===== config.mk =====
export PLATFORM = sky130hd
export DESIGN_NAME = out_ch_accum
export DESIGN_NICKNAME = d
export VERILOG_FILES = /design/src/rtl/oca_pkg.sv /design/src/rtl/oca_bank.sv /design/src/rtl/oca_drain.sv /design/src/rtl/oca_addr.sv /design/src/rtl/out_ch_accum.sv
export SDC_FILE = /design/constraint.sdc
export NUM_CORES = 1
export LEC_CHECK = 0
export ABC_CLOCK_PERIOD_IN_PS = 5700
export BUFFER_PORTS_ARGS = -buffer_cell sky130_fd_sc_hd__buf_2
export CAP_MARGIN = 30
export CORE_MARGIN = 2
export CORE_UTILIZATION = 61
export DETAILED_ROUTE_END_ITERATION = 8
export PLACE_DENSITY = 0.85
export SKIP_CTS_REPAIR_TIMING = 1
export SYNTH_ARGS = -nofsm -noshare
export SYNTH_HDL_FRONTEND = slang
export SYNTH_SLANG_ARGS = --single-unit
export TNS_END_PERCENT = 30

===== constraint.sdc =====
create_clock -name clk -period 5.7 [get_ports clk]
set_input_delay 1.14 -clock clk [delete_from_list [all_inputs] [get_ports clk]]
set_output_delay 1.14 -clock clk [all_outputs]
set_load 0.05 [all_outputs]

===== src/rtl/oca_pkg.sv =====
package oca_pkg;

  typedef enum logic [1:0] {
    DR_IDLE,
    DR_ISSUE,
    DR_WAIT,
    DR_SHOW
  } drain_st_e;

  // Pixel term of the output address: row * width + column.
  function automatic logic [31:0] pixel_offset(input logic [31:0] row,
                                               input logic [31:0] width,
                                               input logic [31:0] col);
    return row * width + col;
  endfunction

  // Channel-major placement: channel plane base plus pixel term.
  function automatic logic [31:0] chan_major_addr(input logic [31:0] co,
                                                  input logic [31:0] chpix,
                                                  input logic [31:0] pix_off);
    return co * chpix + pix_off;
  endfunction

endpackage


===== src/rtl/oca_bank.sv =====
module oca_bank #(
  parameter int DATA_W = 16,
  parameter int IDX_W  = 2
) (
  input  logic              clk,
  input  logic              rst_n,
  input  logic              upd_valid,
  input  logic [IDX_W-1:0]  upd_idx,
  input  logic              upd_first,
  input  logic [DATA_W-1:0] upd_val,
  input  logic              drain_mode,
  input  logic [IDX_W-1:0]  drain_idx,
  output logic [DATA_W-1:0] rd_data,
  output logic              wr_en
);
  localparam int DEPTH = 1 << IDX_W;

  function automatic logic [DATA_W-1:0] wrap_add(input logic [DATA_W-1:0] a,
                                                 input logic [DATA_W-1:0] b);
    return a + b;
  endfunction

  logic [DATA_W-1:0] mem [DEPTH];
  logic [IDX_W-1:0]  rd_addr;
  logic [DATA_W-1:0] rd_q1, rd_q2;

  logic              s1_v, s2_v;
  logic [IDX_W-1:0]  s1_idx, s2_idx;
  logic              s1_first, s2_first;
  logic [DATA_W-1:0] s1_val, s2_val;

  logic              wb1_v, wb2_v;
  logic [IDX_W-1:0]  wb1_idx, wb2_idx;
  logic [DATA_W-1:0] wb1_d, wb2_d;

  logic              fwd_near, fwd_far;
  logic [DATA_W-1:0] old_val, wr_data;

  // Port A: reads for updates or for the drain.
  assign rd_addr = drain_mode ? drain_idx : upd_idx;

  // Two-cycle registered read, port B write.
  always_ff @(posedge clk) begin
    rd_q1 <= mem[rd_addr];
    rd_q2 <= rd_q1;
    if (wr_en) mem[s2_idx] <= wr_data;
  end

  always_ff @(posedge clk or negedge rst_n) begin
    if (!rst_n) begin
      s1_v  <= 1'b0;
      s2_v  <= 1'b0;
      wb1_v <= 1'b0;
      wb2_v <= 1'b0;
    end else begin
      s1_v  <= upd_valid;
      s2_v  <= s1_v;
      wb1_v <= wr_en;
      wb2_v <= wb1_v;
    end
  end

  always_ff @(posedge clk) begin
    s1_idx   <= upd_idx;
    s1_first <= upd_first;
    s1_val   <= upd_val;
    s2_idx   <= s1_idx;
    s2_first <= s1_first;
    s2_val   <= s1_val;
    wb1_idx  <= s2_idx;
    wb1_d    <= wr_data;
    wb2_idx  <= wb1_idx;
    wb2_d    <= wb1_d;
  end

  // Writes one or two cycles older were not visible to this read.
  assign fwd_near = wb1_v && (wb1_idx == s2_idx);
  assign fwd_far  = wb2_v && (wb2_idx == s2_idx);

  always_comb begin
    if (fwd_near)     old_val = wb1_d;
    else if (fwd_far) old_val = wb2_d;
    else              old_val = rd_q2;
  end

  assign wr_en   = s2_v;
  assign wr_data = s2_first ? s2_val : wrap_add(old_val, s2_val);
  assign rd_data = rd_q2;

endmodule


===== src/rtl/oca_drain.sv =====
module oca_drain
  import oca_pkg::*;
#(
  parameter int NUM_CO = 16,
  parameter int CO_W   = 4
) (
  input  logic            clk,
  input  logic            rst_n,
  input  logic            start,
  input  logic            ready,
  output logic            busy,
  output logic            valid,
  output logic [CO_W-1:0] co
);
  localparam logic [CO_W-1:0] LAST_CO = CO_W'(NUM_CO - 1);

  drain_st_e       st;
  logic [CO_W-1:0] co_q;

  always_ff @(posedge clk or negedge rst_n) begin
    if (!rst_n) begin
      st   <= DR_IDLE;
      co_q <= '0;
    end else begin
      unique case (st)
        DR_IDLE: if (start) begin
          co_q <= '0;
          st   <= DR_ISSUE;
        end
        DR_ISSUE: st <= DR_WAIT;
        DR_WAIT:  st <= DR_SHOW;
        DR_SHOW: if (ready) begin
          if (co_q == LAST_CO) begin
            st <= DR_IDLE;
          end else begin
            co_q <= co_q + 1'b1;
            st   <= DR_ISSUE;
          end
        end
        default: st <= DR_IDLE;
      endcase
    end
  end

  assign busy  = (st != DR_IDLE);
  assign valid = (st == DR_SHOW);
  assign co    = co_q;

endmodule


===== src/rtl/oca_addr.sv =====
module oca_addr
  import oca_pkg::*;
#(
  parameter int RC_W   = 8,
  parameter int ADDR_W = 16,
  parameter int CO_W   = 4
) (
  input  logic              clk,
  input  logic              rst_n,
  input  logic              load,
  input  logic [RC_W-1:0]   row,
  input  logic [RC_W-1:0]   col,
  input  logic [RC_W-1:0]   width,
  input  logic [ADDR_W-1:0] chpix,
  input  logic [CO_W-1:0]   co,
  output logic [ADDR_W-1:0] addr
);
  logic [ADDR_W-1:0] pix_off_q;
  logic [ADDR_W-1:0] chpix_q;
  logic [31:0]       full_addr;

  // The pixel term is formed once per drain and then held.
  always_ff @(posedge clk or negedge rst_n) begin
    if (!rst_n) begin
      pix_off_q <= '0;
      chpix_q   <= '0;
    end else if (load) begin
      pix_off_q <= ADDR_W'(pixel_offset(32'(row), 32'(width), 32'(col)));
      chpix_q   <= chpix;
    end
  end

  assign full_addr = chan_major_addr(32'(co), 32'(chpix_q), 32'(pix_off_q));
  assign addr      = full_addr[ADDR_W-1:0];

endmodule


===== src/rtl/out_ch_accum.sv =====
module out_ch_accum #(
  parameter int N_PE   = 4,
  parameter int NUM_CO = 16,
  parameter int DATA_W = 16,
  parameter int CI_W   = 4,
  parameter int RC_W   = 8,
  parameter int ADDR_W = 16,
  localparam int CO_W  = $clog2(NUM_CO)
) (
  input  logic                   clk,
  input  logic                   rst_n,
  input  logic [N_PE-1:0]        upd_valid,
  input  logic [N_PE*CO_W-1:0]   upd_co,
  input  logic [N_PE*CI_W-1:0]   upd_ci,
  input  logic [N_PE*DATA_W-1:0] upd_val,
  input  logic                   drain_start,
  input  logic [RC_W-1:0]        out_row,
  input  logic [RC_W-1:0]        out_col,
  input  logic [RC_W-1:0]        out_width,
  input  logic [ADDR_W-1:0]      chan_pixels,
  output logic                   drain_busy,
  output logic                   drain_valid,
  input  logic                   drain_ready,
  output logic [DATA_W-1:0]      drain_data,
  output logic [ADDR_W-1:0]      drain_addr
);
  localparam int BANK_W = $clog2(N_PE);
  localparam int IDX_W  = CO_W - BANK_W;

  logic [N_PE-1:0]   acc_valid;
  logic [N_PE-1:0]   bank_wr_en;
  logic [DATA_W-1:0] bank_rd [N_PE];
  logic [CO_W-1:0]   dr_co;
  logic              addr_load;

  generate
    for (genvar p = 0; p < N_PE; p++) begin : g_lane
      logic [CO_W-1:0] lane_co;
      logic            lane_owns;
      assign lane_co      = upd_co[p*CO_W +: CO_W];
      assign lane_owns    = (lane_co[BANK_W-1:0] == BANK_W'(p));
      assign acc_valid[p] = upd_valid[p] & lane_owns & ~drain_busy;

      oca_bank #(
        .DATA_W (DATA_W),
        .IDX_W  (IDX_W)
      ) u_bank (
        .clk        (clk),
        .rst_n      (rst_n),
        .upd_valid  (acc_valid[p]),
        .upd_idx    (lane_co[CO_W-1:BANK_W]),
        .upd_first  (upd_ci[p*CI_W +: CI_W] == '0),
        .upd_val    (upd_val[p*DATA_W +: DATA_W]),
        .drain_mode (drain_busy),
        .drain_idx  (dr_co[CO_W-1:BANK_W]),
        .rd_data    (bank_rd[p]),
        .wr_en      (bank_wr_en[p])
      );
    end
  endgenerate

  oca_drain #(
    .NUM_CO (NUM_CO),
    .CO_W   (CO_W)
  ) u_drain (
    .clk   (clk),
    .rst_n (rst_n),
    .start (drain_start),
    .ready (drain_ready),
    .busy  (drain_busy),
    .valid (drain_valid),
    .co    (dr_co)
  );

  assign addr_load = drain_start & ~drain_busy;

  oca_addr #(
    .RC_W   (RC_W),
    .ADDR_W (ADDR_W),
    .CO_W   (CO_W)
  ) u_addr (
    .clk   (clk),
    .rst_n (rst_n),
    .load  (addr_load),
    .row   (out_row),
    .col   (out_col),
    .width (out_width),
    .chpix (chan_pixels),
    .co    (dr_co),
    .addr  (drain_addr)
  );

  assign drain_data = bank_rd[dr_co[BANK_W-1:0]];

endmodule


==> metrics.csv, run 1 <==
stage;metric;value;unit
status;status;completed;
synthesis;Synth Instances;2213;
synthesis;post-synthesis xor/xnor area fraction;2.96;%
worst_setup_path;critical path startpoint category;flop;
global_route;first-pass GRT wire length;98600;um
power;peak supply drop;503;uV
global_route;GRT overflow;0;
power;Power Density;651;nW/um2
worst_setup_path;CP startpoint;u_drain.co[3];
synthesis;mux contribution to synthesized area;9.40;%
synthesis;count leader, synth;dfxtp_1;
sta;endpoints failing setup;0;
worst_setup_path;CP required;4560;ps
sta;RSZ-0062 raised after global routing;true;
worst_setup_path;CP dominant cell by count;fa_1;
floorplanning;Site Rows;80;
clocking;CTS tree;yes;
worst_setup_path;Worst path max stage delay;520;ps
detailed_routing;DRC;0;
cells_and_area;final instance count without filler cells;3116;
hold_path;Hold Startpoint;g_lane[2].u_bank.rd_q1[10];
worst_setup_path;worst path cell trace;and2_4, fa_1, fa_1, inv_1, fa_1, inv_2, ha_4, nand3_1, o211ai_1, nand3_1, and2_1, o21ai_1, xor2_1, buf_4;
global_route;global-route usage over all layers;25.6;%
synthesis;Mapped Area;29600;um2
sta;count of pins over their slew limit;0;
synthesis;Syn Nets;2561;
synthesis;EDFF count, synth;256;
synthesis;Synth Area in Compound Gates;7.61;%
clocking;CTS H-tree depth;3;
sta;relative slew slack;29.8;%
global_route;initial antenna violation count;3;
clocking;Sink Count;734;
power;P_leak;14.0;nW
synthesis;top post-synthesis cells by area;dfxtp_1, edfxtp_1, mux4_2;
floorplanning;Die Y;224;um
worst_setup_path;CP arrival;4460;ps
worst_setup_path;Crit. End Element;primary output;
synthesis;area share of and/or/nand/nor cells after synthesis;6.89;%
detailed_routing;initial DRC count;1622;
synthesis;yosys warns;0;
place;placed insts;2968;
place;DP HPWL;43800;um
worst_setup_path;CP Class;reg2out;
worst_setup_path;Crit-path slowest cell;fa_1;
synthesis;fraction of synthesis flops using an asynchronous set or reset pin;7.36;%
global_route;pin count of the biggest net entering global routing;55;
detailed_routing;final WL;63800;um
sta;fmax;0.179;GHz
floorplanning;Die X-Extent;224;um
clocking;clk root buf;clkbuf_16;
clocking;CTS Buf Count;71;
detailed_routing;Routed wire per std cell;20.5;um
synthesis;Mean Syn Cell Area;13.4;um2
worst_setup_path;CP max FO;6;
floorplanning;starting density of the core;61.9;%
sta;fin crit period;5600;ps
synthesis;Synth Area in Adders;10.8;%
clocking;Clock transition at path regs;60;ps
synthesis;#FFs+latches synth;734;
place;RePlAce Congestion;0.943;
synthesis;main combinational cell family by area after synthesis;adder cells;
clocking;Clock Tree Buf Depth;3;
cells_and_area;layout cell share with drive strength beyond 1;20.1;%
detailed_routing;drt first pass iters;5;
cells_and_area;area delta synth->final;14.8;%
synthesis;Netlist cell types;61;
global_route;vias in the first global route;18500;
hold_path;Hold Path Class;reg2reg;
flow_run;MaxCap Viol Count;0;
place;Port Buffers;177;
worst_setup_path;Crit Reg-Reg Startpoint;g_lane[1].u_bank.s2_idx[1];
sta;Worst-Margin Slew;1050;ps
sta;final worst slack;104;ps
sta;Layout Skew;29.7;ps
floorplanning;Die ar.;50200;um2
place;pre-CTS WS;371;ps
synthesis;top_reg_cell synth;dfxtp_1;
synthesis;synth cell count leaders;dfxtp_1, edfxtp_1, nand2_1;
sta;endpoints failing hold;0;
floorplanning;area of the core;47700;um2
floorplanning;Boundary Pins;178;
clocking;Clk Latency, worst-skew pair;630;ps
sta;worst hold slack;315;ps
sta;period utilization;98.2;%
worst_setup_path;cell family with most CP delay;adder cells;
cells_and_area;Diodes inserted;0;
synthesis;Yosys top cell by area;dfxtp_1;
synthesis;Synth top area share;28.7;%
cells_and_area;Nets;2792;
detailed_routing;vias per cell;5.77;
synthesis;post-synthesis sequential area ratio;59.3;%
detailed_routing;DRT antenna net count;0;
worst_setup_path;worst path bufs/invs;3;
detailed_routing;total number of vias;18000;
==> through the flow <==
step,instance area (um2),utilization [%],TNS [ps],power [W]
final,34000,71.1,0,0.0221
after global routing,34000,71.1,-366,0.0233
after CTS,33600,70.4,-1430,0.0217
after detailed placement,31200,65.3,0,0.0168
after global placement,31100,65.1,0,0.0163
after floorplan,29600,-,0,0.0144
==> state kept, by name, summed over array words and instances, names as in the netlist, 8 cells and up <==
| signal | count |
|---|---|
| g_lane.u_bank.mem | 256 |
| g_lane.u_bank.rd_data | 64 |
| g_lane.u_bank.rd_q1 | 64 |
| g_lane.u_bank.s1_val | 64 |
| g_lane.u_bank.s2_val | 64 |
| g_lane.u_bank.wb1_d | 64 |
| g_lane.u_bank.wb2_d | 64 |
| u_addr.chpix_q | 16 |
| u_addr.pix_off_q | 16 |
| g_lane.u_bank.s1_idx | 8 |
| g_lane.u_bank.s2_idx | 8 |
| g_lane.u_bank.wb1_idx | 8 |
| g_lane.u_bank.wb2_idx | 8 |
==> area by class of cell <==
| cell class | count | area, um2 |
|---|---|---|
| Clock buffer | 99 | 2090 |
| Clock inverter | 31 | 350 |
| Fill cell | 2980 | 13800 |
| Inverter | 159 | 597 |
| Multi-Input combinational cell | 1261 | 11300 |
| Sequential cell | 734 | 17500 |
| Tap cell | 615 | 769 |
| Timing Repair Buffer | 217 | 1310 |
==> layer usage <==
layer  vias up  global-route usage [%]  part of all wire [%]
li1       8284                       -                     -
met1      8935                    32.3                    40
met2       607                    44.0                    51
met3       152                    4.35                   5.4
met4         0                    10.4                   3.7
met5         -                       0                     0
==> kinds of logic after synthesis <==
| group | Yosys count |
|---|---|
| compound gates | 373 |
| xor+xnor | 100 |
| fa+ha+maj | 204 |
| buf+inv | 218 |
| flops | 734 |
| mux | 174 |
| simple gates | 410 |
==> worst register-to-register path: stages, from the launching register on <==
cell and delay (ps):
dfxtp_1 530, xnor2_1 240, nand3_2 580, mux2i_1 280, o21ai_0 330, ha_1 320
a211oi_1 430, o211ai_1 230, a21oi_1 360, o2bb2ai_1 290, mux2i_1 280, nand4_1 230
==> path summary, 6_finish.rpt <==
kind	slack, ps	endpoint	cells past startpoint
max	100	drain_addr[10]	14
min reg2reg	310	g_lane[2].u_bank.rd_data[10]	0
min in group asynchronous	690	g_lane[0].u_bank.s1_v	2
max in group asynchronous	4400	u_drain.co[0]	2
max reg2reg	1300	g_lane[1].u_bank.mem[3][15]	11
min	310	g_lane[2].u_bank.rd_data[10]	0
==> power breakdown <==
part,switching [W],internal [W],total (W)
Sequential,0.000743,0.00723,0.00798
Combinational,0.00597,0.00337,0.00933
Clock,0.00199,0.00282,0.00480
==> cells in the final DEF (no fill, tap or decap), types with 18 or more instances in the layout <==
master     Yosys  final
a21o_1        18     18
a21oi_1      106    100
and2_1        80     76
buf_2          9    172
buf_4          5     30
clkbuf_16      0     76
dfrtp_1       54     50
dfxtp_1      424    424
edfxtp_1     256    256
fa_1          86     86
ha_1         118    113
inv_1        159    158
mux2_2        30     30
mux2i_1       64     64
mux4_2        80     80
nand2_1      175    175
nor2_1        58     55
o211ai_1      19     19
o21ai_0      128    125
o21ai_1       20     21
xnor2_1       60     59
xor2_1        40     40
Power figures use the tool's default switching activity.
==> inputs of run 2 (changes only) <==
--- a/config.mk
+++ b/config.mk
@@ -5,13 +5,13 @@
 export SDC_FILE = /design/constraint.sdc
 export NUM_CORES = 1
 export LEC_CHECK = 0
-export ABC_CLOCK_PERIOD_IN_PS = 5700
+export ABC_CLOCK_PERIOD_IN_PS = 7200
 export BUFFER_PORTS_ARGS = -buffer_cell sky130_fd_sc_hd__buf_2
 export CAP_MARGIN = 30
 export CORE_MARGIN = 2
-export CORE_UTILIZATION = 61
+export CORE_UTILIZATION = 65
 export DETAILED_ROUTE_END_ITERATION = 8
-export PLACE_DENSITY = 0.85
+export PLACE_DENSITY = 0.89
 export SKIP_CTS_REPAIR_TIMING = 1
 export SYNTH_ARGS = -nofsm -noshare
 export SYNTH_HDL_FRONTEND = slang
==> constraint.sdc (replaced) <==
create_clock -name clk -period 7.2 [get_ports clk]
set_input_delay 1.44 -clock clk [delete_from_list [all_inputs] [get_ports clk]]
set_output_delay 1.44 -clock clk [all_outputs]
set_load 0.05 [all_outputs]
==> metrics.csv, run 2 (same netlist as run 1, synthesis figures left out) <==
stage;metric;value;unit;change
status;status;completed;;
cells_and_area;multi-input logic area;11200;um2;-1.2%
worst_setup_path;Crit. End Element;primary output;;
cells_and_area;layout cell share with drive strength beyond 1;18.6;%;-1.5 points
worst_setup_path;CP startpoint;u_drain.co[1];;
sta;endpoints failing hold;0;;unchanged
worst_setup_path;Worst path max stage delay;580;ps;+60 ps
floorplanning;area of the core;45200;um2;-5.4%
cells_and_area;area delta synth->final;13.5;%;
clocking;CTS tree;yes;;
place;pre-CTS WS;1410;ps;+1040 ps
floorplanning;Die Y;217;um;-3.1%
detailed_routing;final WL;65800;um;+3.0%
global_route;pin count of the biggest net entering global routing;55;;unchanged
clocking;Sink Count;734;;unchanged
detailed_routing;DRT antenna net count;0;;unchanged
sta;Worst-Margin Slew;1060;ps;+8.68 ps
power;Power Density;513;nW/um2;-21%
place;placed insts;2946;;-0.74%
cells_and_area;most frequent cells in the layout;dfxtp_1, edfxtp_1, buf_2;;
clocking;CTS Buf Count;71;;unchanged
detailed_routing;vias per cell;5.99;;+3.8%
cells_and_area;fillers;2621;;-12%
worst_setup_path;worst path cell trace;buf_4, nand2_1, fa_1, fa_1, fa_1, inv_1, ha_1, a21oi_1, o211ai_1, a31oi_1, o21ai_0, a31o_2, xnor2_1, buf_2;;
hold_path;Hold Startpoint;g_lane[3].u_bank.s1_val[0];;
global_route;initial antenna violation count;0;;-3
power;peak supply drop;1240;uV;+150%
clocking;Clock transition at path regs;60;ps;about the same
floorplanning;Die ar.;47200;um2;-6.0%
clocking;CTS H-tree depth;3;;unchanged
worst_setup_path;Crit-path slowest cell;fa_1;;
worst_setup_path;CP dominant cell by count;fa_1;;
cells_and_area;max FFs per register;256;;unchanged
sta;worst hold slack;320;ps;+5.43 ps
sta;final worst slack;706;ps;+602 ps
floorplanning;Site Rows;78;;-2.5%
sta;fmax;0.154;GHz;
detailed_routing;total number of vias;18500;;+2.7%
worst_setup_path;Crit Reg-Reg Startpoint;g_lane[1].u_bank.s2_idx[1];;
detailed_routing;drt first pass iters;6;;+1
flow_run;MaxCap Viol Count;0;;unchanged
place;DP HPWL;43200;um;-1.3%
clocking;Clock Tree Buf Depth;3;;unchanged
sta;endpoints failing setup;0;;unchanged
cells_and_area;commonest non-fill, non-tap cell in the layout;dfxtp_1;;
clocking;Clk Latency, worst-skew pair;610;ps;-20 ps
worst_setup_path;CP Class;reg2out;;
cells_and_area;Nets;2772;;-0.72%
sta;count of pins over their slew limit;0;;unchanged
clocking;clk root buf;clkbuf_16;;
place;RePlAce Congestion;0.902;;-4.4%
sta;period utilization;90.2;%;
sta;Fin Setup TNS;0;ps;unchanged
sta;relative slew slack;29.3;%;-0.58 points
global_route;vias in the first global route;18800;;+1.7%
hold_path;Hold Path Class;reg2reg;;
global_route;first-pass GRT wire length;101000;um;+2.5%
global_route;global-route usage over all layers;28.1;%;+2.5 points
place;Port Buffers;177;;unchanged
floorplanning;starting density of the core;65.4;%;+3.5 points
worst_setup_path;CP arrival;5050;ps;+590 ps
detailed_routing;initial DRC count;1980;;+22%
worst_setup_path;critical path startpoint category;flop;;
worst_setup_path;CP max FO;34;;+28
cells_and_area;Most flops, register;g_lane.u_bank.mem;;
cells_and_area;final instance count without filler cells;3084;;-1.0%
detailed_routing;DRC;0;;unchanged
floorplanning;Boundary Pins;178;;unchanged
cells_and_area;register area;17500;um2;about the same
global_route;GRT overflow;0;;unchanged
power;P_leak;13.9;nW;-1.3%
floorplanning;Die X-Extent;217;um;-3.1%
power;total power;0.0172;W;-22%
sta;RSZ-0062 raised after global routing;false;;
sta;Layout Skew;22.1;ps;-7.58 ps
worst_setup_path;CP required;5760;ps;+1200 ps
detailed_routing;Routed wire per std cell;21.3;um;+4.1%
sta;fin crit period;6490;ps;
run 2: cell types whose count changed in the layout (fill, tap and decap cells not counted), moves of 4 or more:
| cell | before | now |
|---|---|---|
| ha_1 | 113 | 118 |
| ha_4 | 4 | 0 |
| clkbuf_16 | 76 | 80 |
| and2_4 | 4 | 0 |
| bufinv_16 | 5 | 1 |
| clkbuf_1 | 13 | 9 |
| clkinv_8 | 5 | 1 |
| and2_1 | 76 | 80 |
| buf_4 | 30 | 12 |
| a21oi_1 | 100 | 106 |
| buf_2 | 172 | 177 |
| a21oi_2 | 8 | 4 |
| clkinvlp_4 | 0 | 7 |
run 2: through the flow:
| stage | utilization [%] | cell area [um2] |
|---|---|---|
| after floorplan | - | 29600 |
| after global placement | 68.6 | 31000 |
| after detailed placement | 68.7 | 31100 |
| after CTS | 74.0 | 33500 |
| after global routing | 74.3 | 33600 |
| final | 74.3 | 33600 |
run 2: report_power, final:
group | leakage, nW | switching (W) | total (W) | internal (W)
Combinational | 6.13 | 0.00466 | 0.00711 | 0.00244
Sequential | 6.56 | 0.000658 | 0.00639 | 0.00573
Clock | 1.17 | 0.00157 | 0.00373 | 0.00216
Total | 13.9 | 0.00689 | 0.0172 | 0.0103
run 2: critical path, delay by kind of cell (launching register included):
family,cells,cell delay (ps)
AND/OR/NAND/NOR,1,160
adder cells (fa/ha/maj),4,1830
buffers and inverters,3,750
AO/OA/AOI/OAI,5,1160
XOR/XNOR,1,210
flip-flops,1,330
run 2: layout make-up:
type                    instances  share of cell area [%]
diodes                          2                  0.0149
clock buffers                 100                    6.48
clock inverters                31                   0.656
inverters                     159                    1.78
multi-input cells            1261                    33.3
flip-flops and latches        734                    52.2
well taps                     600                    2.24
repair buffers                197                    3.33
run 2: worst paths after layout:
path	end	slack, ps	depth (start not counted)
worst min-delay path	g_lane[3].u_bank.s2_val[0]	320	0
worst min register to register	g_lane[3].u_bank.s2_val[0]	320	0
worst max-delay path	drain_addr[15]	710	14
worst max register to register	g_lane[1].u_bank.mem[2][15]	2690	11
max in group asynchronous	u_drain.co[0]	5650	2
min in group asynchronous	g_lane[0].u_bank.wr_en	990	2
run 2: per-layer routing:
metal | GRT usage [%] | share of wire (%) | vias up
met5 | 0 | 0 | -
met4 | 14.5 | 5.5 | 0
met3 | 4.98 | 6.8 | 241
met2 | 47.5 | 49 | 891
li1 | - | - | 8252
met1 | 34.9 | 39 | 9081
==> inputs of run 3 (changes only) <==
--- a/config.mk
+++ b/config.mk
@@ -11,7 +11,7 @@
 export CORE_MARGIN = 2
 export CORE_UTILIZATION = 65
 export DETAILED_ROUTE_END_ITERATION = 8
-export PLACE_DENSITY = 0.89
+export PLACE_DENSITY = 0.86
 export SKIP_CTS_REPAIR_TIMING = 1
 export SYNTH_ARGS = -nofsm -noshare
 export SYNTH_HDL_FRONTEND = slang
==> metrics.csv, run 3 (same netlist as run 1, synthesis figures left out) <==
stage;metric;value;unit;change
floorplanning;Die ar.;47200;um2;unchanged
worst_setup_path;Worst Setup EP;drain_addr[15];;
place;RePlAce Congestion;0.898;;-0.38%
detailed_routing;WL met3;3950;um;-12%
worst_setup_path;CP max FO;34;;unchanged
floorplanning;Boundary Pins;178;;unchanged
detailed_routing;Routed wire per std cell;20.7;um;-3.0%
clocking;Clock transition at path regs;60;ps;about the same
worst_setup_path;R2R depth;11;;unchanged
clocking;Sink Count;734;;unchanged
worst_setup_path;CP required;5760;ps;about the same
detailed_routing;vias per cell;5.81;;-2.9%
worst_setup_path;critical path startpoint category;flop;;
worst_setup_path;Crit-path slowest cell;fa_1;;
worst_setup_path;cell family with most CP delay;adder cells;;
detailed_routing;initial DRC count;1647;;-17%
global_route;initial antenna violation count;0;;unchanged
sta;Worst-Margin Slew;1050;ps;-6.51 ps
cells_and_area;Nets;2775;;+0.11%
detailed_routing;DRC;0;;unchanged
sta;relative slew slack;29.7;%;+0.46 points
status;status;completed;;
sta;endpoints failing hold;0;;unchanged
worst_setup_path;worst reg2reg endpoint;g_lane[1].u_bank.mem[0][15];;
floorplanning;Die Y;217;um;unchanged
detailed_routing;total number of vias;17900;;-2.8%
sta;endpoints failing setup;0;;unchanged
worst_setup_path;Crit Reg-Reg Startpoint;g_lane[1].u_bank.s2_idx[1];;
floorplanning;Die X-Extent;217;um;unchanged
cells_and_area;most frequent cells in the layout;dfxtp_1, edfxtp_1, buf_2;;
floorplanning;Site Rows;78;;unchanged
global_route;global-route usage over all layers;27.3;%;-0.75 points
cells_and_area;commonest non-fill, non-tap cell in the layout;dfxtp_1;;
detailed_routing;final WL;63800;um;-2.9%
worst_setup_path;worst path bufs/invs;4;;+1
sta;fin crit period;6580;ps;+87.6 ps
worst_setup_path;worst path cell trace;buf_4, and2_1, fa_1, fa_1, inv_1, fa_1, inv_1, ha_1, a21oi_1, o211ai_1, a31oi_1, o21ai_0, a31o_2, xnor2_1, buf_2;;
hold_path;Hold Path Class;reg2reg;;
sta;fmax;0.152;GHz;-1.3%
worst_setup_path;CP Depth;15;;+1
worst_setup_path;Crit. End Element;primary output;;
sta;period utilization;91.4;%;+1.2 points
clocking;CTS tree;yes;;
sta;Fin Setup TNS;0;ps;unchanged
cells_and_area;layout cell share with drive strength beyond 1;18.5;%;-0.15 points
global_route;pin count of the biggest net entering global routing;55;;unchanged
power;Sw Pwr;0.00671;W;-2.7%
worst_setup_path;CP dominant cell by count;fa_1;;
power;peak supply drop;1260;uV;+2.1%
detailed_routing;uppermost layer routed;met4;;
flow_run;MaxCap Viol Count;0;;unchanged
worst_setup_path;CP Class;reg2out;;
worst_setup_path;R2R setup slack;2700;ps;about the same
place;DP HPWL;43000;um;-0.49%
sta;count of pins over their slew limit;0;;unchanged
sta;worst hold slack;316;ps;-4.69 ps
clocking;Clk Latency, worst-skew pair;610;ps;about the same
detailed_routing;DRT antenna net count;0;;unchanged
global_route;first-pass GRT wire length;98300;um;-2.7%
detailed_routing;routed metal-1 wire length;25200;um;-1.1%
power;clock share of power;21.6;%;about the same
power;Power Density;506;nW/um2;-1.4%
power;Int Pwr;0.0103;W;-0.29%
sta;RSZ-0062 raised after global routing;false;;
detailed_routing;met2 wire len;31700;um;-1.7%
floorplanning;starting density of the core;65.4;%;unchanged
cells_and_area;final core utilization;74.4;%;+0.12 points
clocking;clk root buf;clkbuf_16;;
sta;Layout Skew;14.1;ps;-7.96 ps
hold_path;Hold Startpoint;g_lane[2].u_bank.s1_idx[1];;
floorplanning;area of the core;45200;um2;unchanged
clocking;CTS Buf Count;71;;unchanged
cells_and_area;area delta synth->final;13.7;%;
place;Port Buffers;177;;unchanged
cells_and_area;max FFs per register;256;;unchanged
worst_setup_path;Worst path max stage delay;500;ps;-80 ps
global_route;vias in the first global route;18500;;-1.5%
detailed_routing;drt first pass iters;5;;-1
clocking;CTS H-tree depth;3;;unchanged
worst_setup_path;CP arrival;5140;ps;+90 ps
power;sequential power share;37.3;%;+0.2 points
worst_setup_path;CP startpoint;u_drain.co[1];;
cells_and_area;Most flops, register;g_lane.u_bank.mem;;
power;P_leak;13.9;nW;+0.23%
power;sw frac;39.4;%;-0.58 points
global_route;GRT overflow;0;;unchanged
clocking;Clock Tree Buf Depth;3;;unchanged
power;combinational power share;41.1;%;-0.2 points
[run 3: cell types whose count changed in the layout (fill, tap and decap cells not counted), sizes merged]
cell / change
buf: +4
clkbuf: +6
clkinv: -1
clkinvlp: -5
[run 3: final cells by class]
cell class | count | area (um2)
Sequential cell | 734 | 17500
Fill cell | 2669 | 11600
Multi-Input combinational cell | 1261 | 11200
Clock buffer | 107 | 2180
Timing Repair Buffer | 200 | 1200
Tap cell | 600 | 751
Inverter | 159 | 597
Clock inverter | 25 | 168
Antenna cell | 2 | 5.00
[run 3: how the worst min path moves through the flow]
stage	slack, ps	cells past startpoint	end
after global routing	320	0	g_lane[1].u_bank.rd_data[13]
after CTS	320	0	g_lane[2].u_bank.s2_idx[1]
after floorplan	310	0	g_lane[0].u_bank.rd_data[0]
final	320	0	g_lane[2].u_bank.s2_idx[1]
after global placement	310	0	g_lane[3].u_bank.rd_data[2]
after detailed placement	310	0	g_lane[0].u_bank.rd_data[1]
[run 3: through the flow]
step,total power (W),instances,worst slack (ps),instance area (um2)
detailed placement,0.0132,2946,1390,31100
finish,0.0170,3088,618,33600
global route,0.0179,3086,469,33600
floorplan,0.0114,2213,1430,29600
global placement,0.0129,2941,1510,31000
CTS,0.0170,3078,725,33400
[run 3: power groups by stage]
stage               clock network, W  logic [W]  registers (W)
floorplan                          0    0.00539        0.00605
global placement                   0    0.00654        0.00633
detailed placement                 0    0.00685        0.00639
CTS                          0.00372    0.00695        0.00633
global route                 0.00388    0.00760        0.00641
finish                       0.00367    0.00700        0.00634
[run 3: per-layer routing]
layer | vias to the layer above | GRT usage (%)
li1 | 8256 | -
met1 | 8819 | 34.7
met2 | 681 | 46.3
met3 | 192 | 4.33
met4 | 0 | 12.9
met5 | - | 0
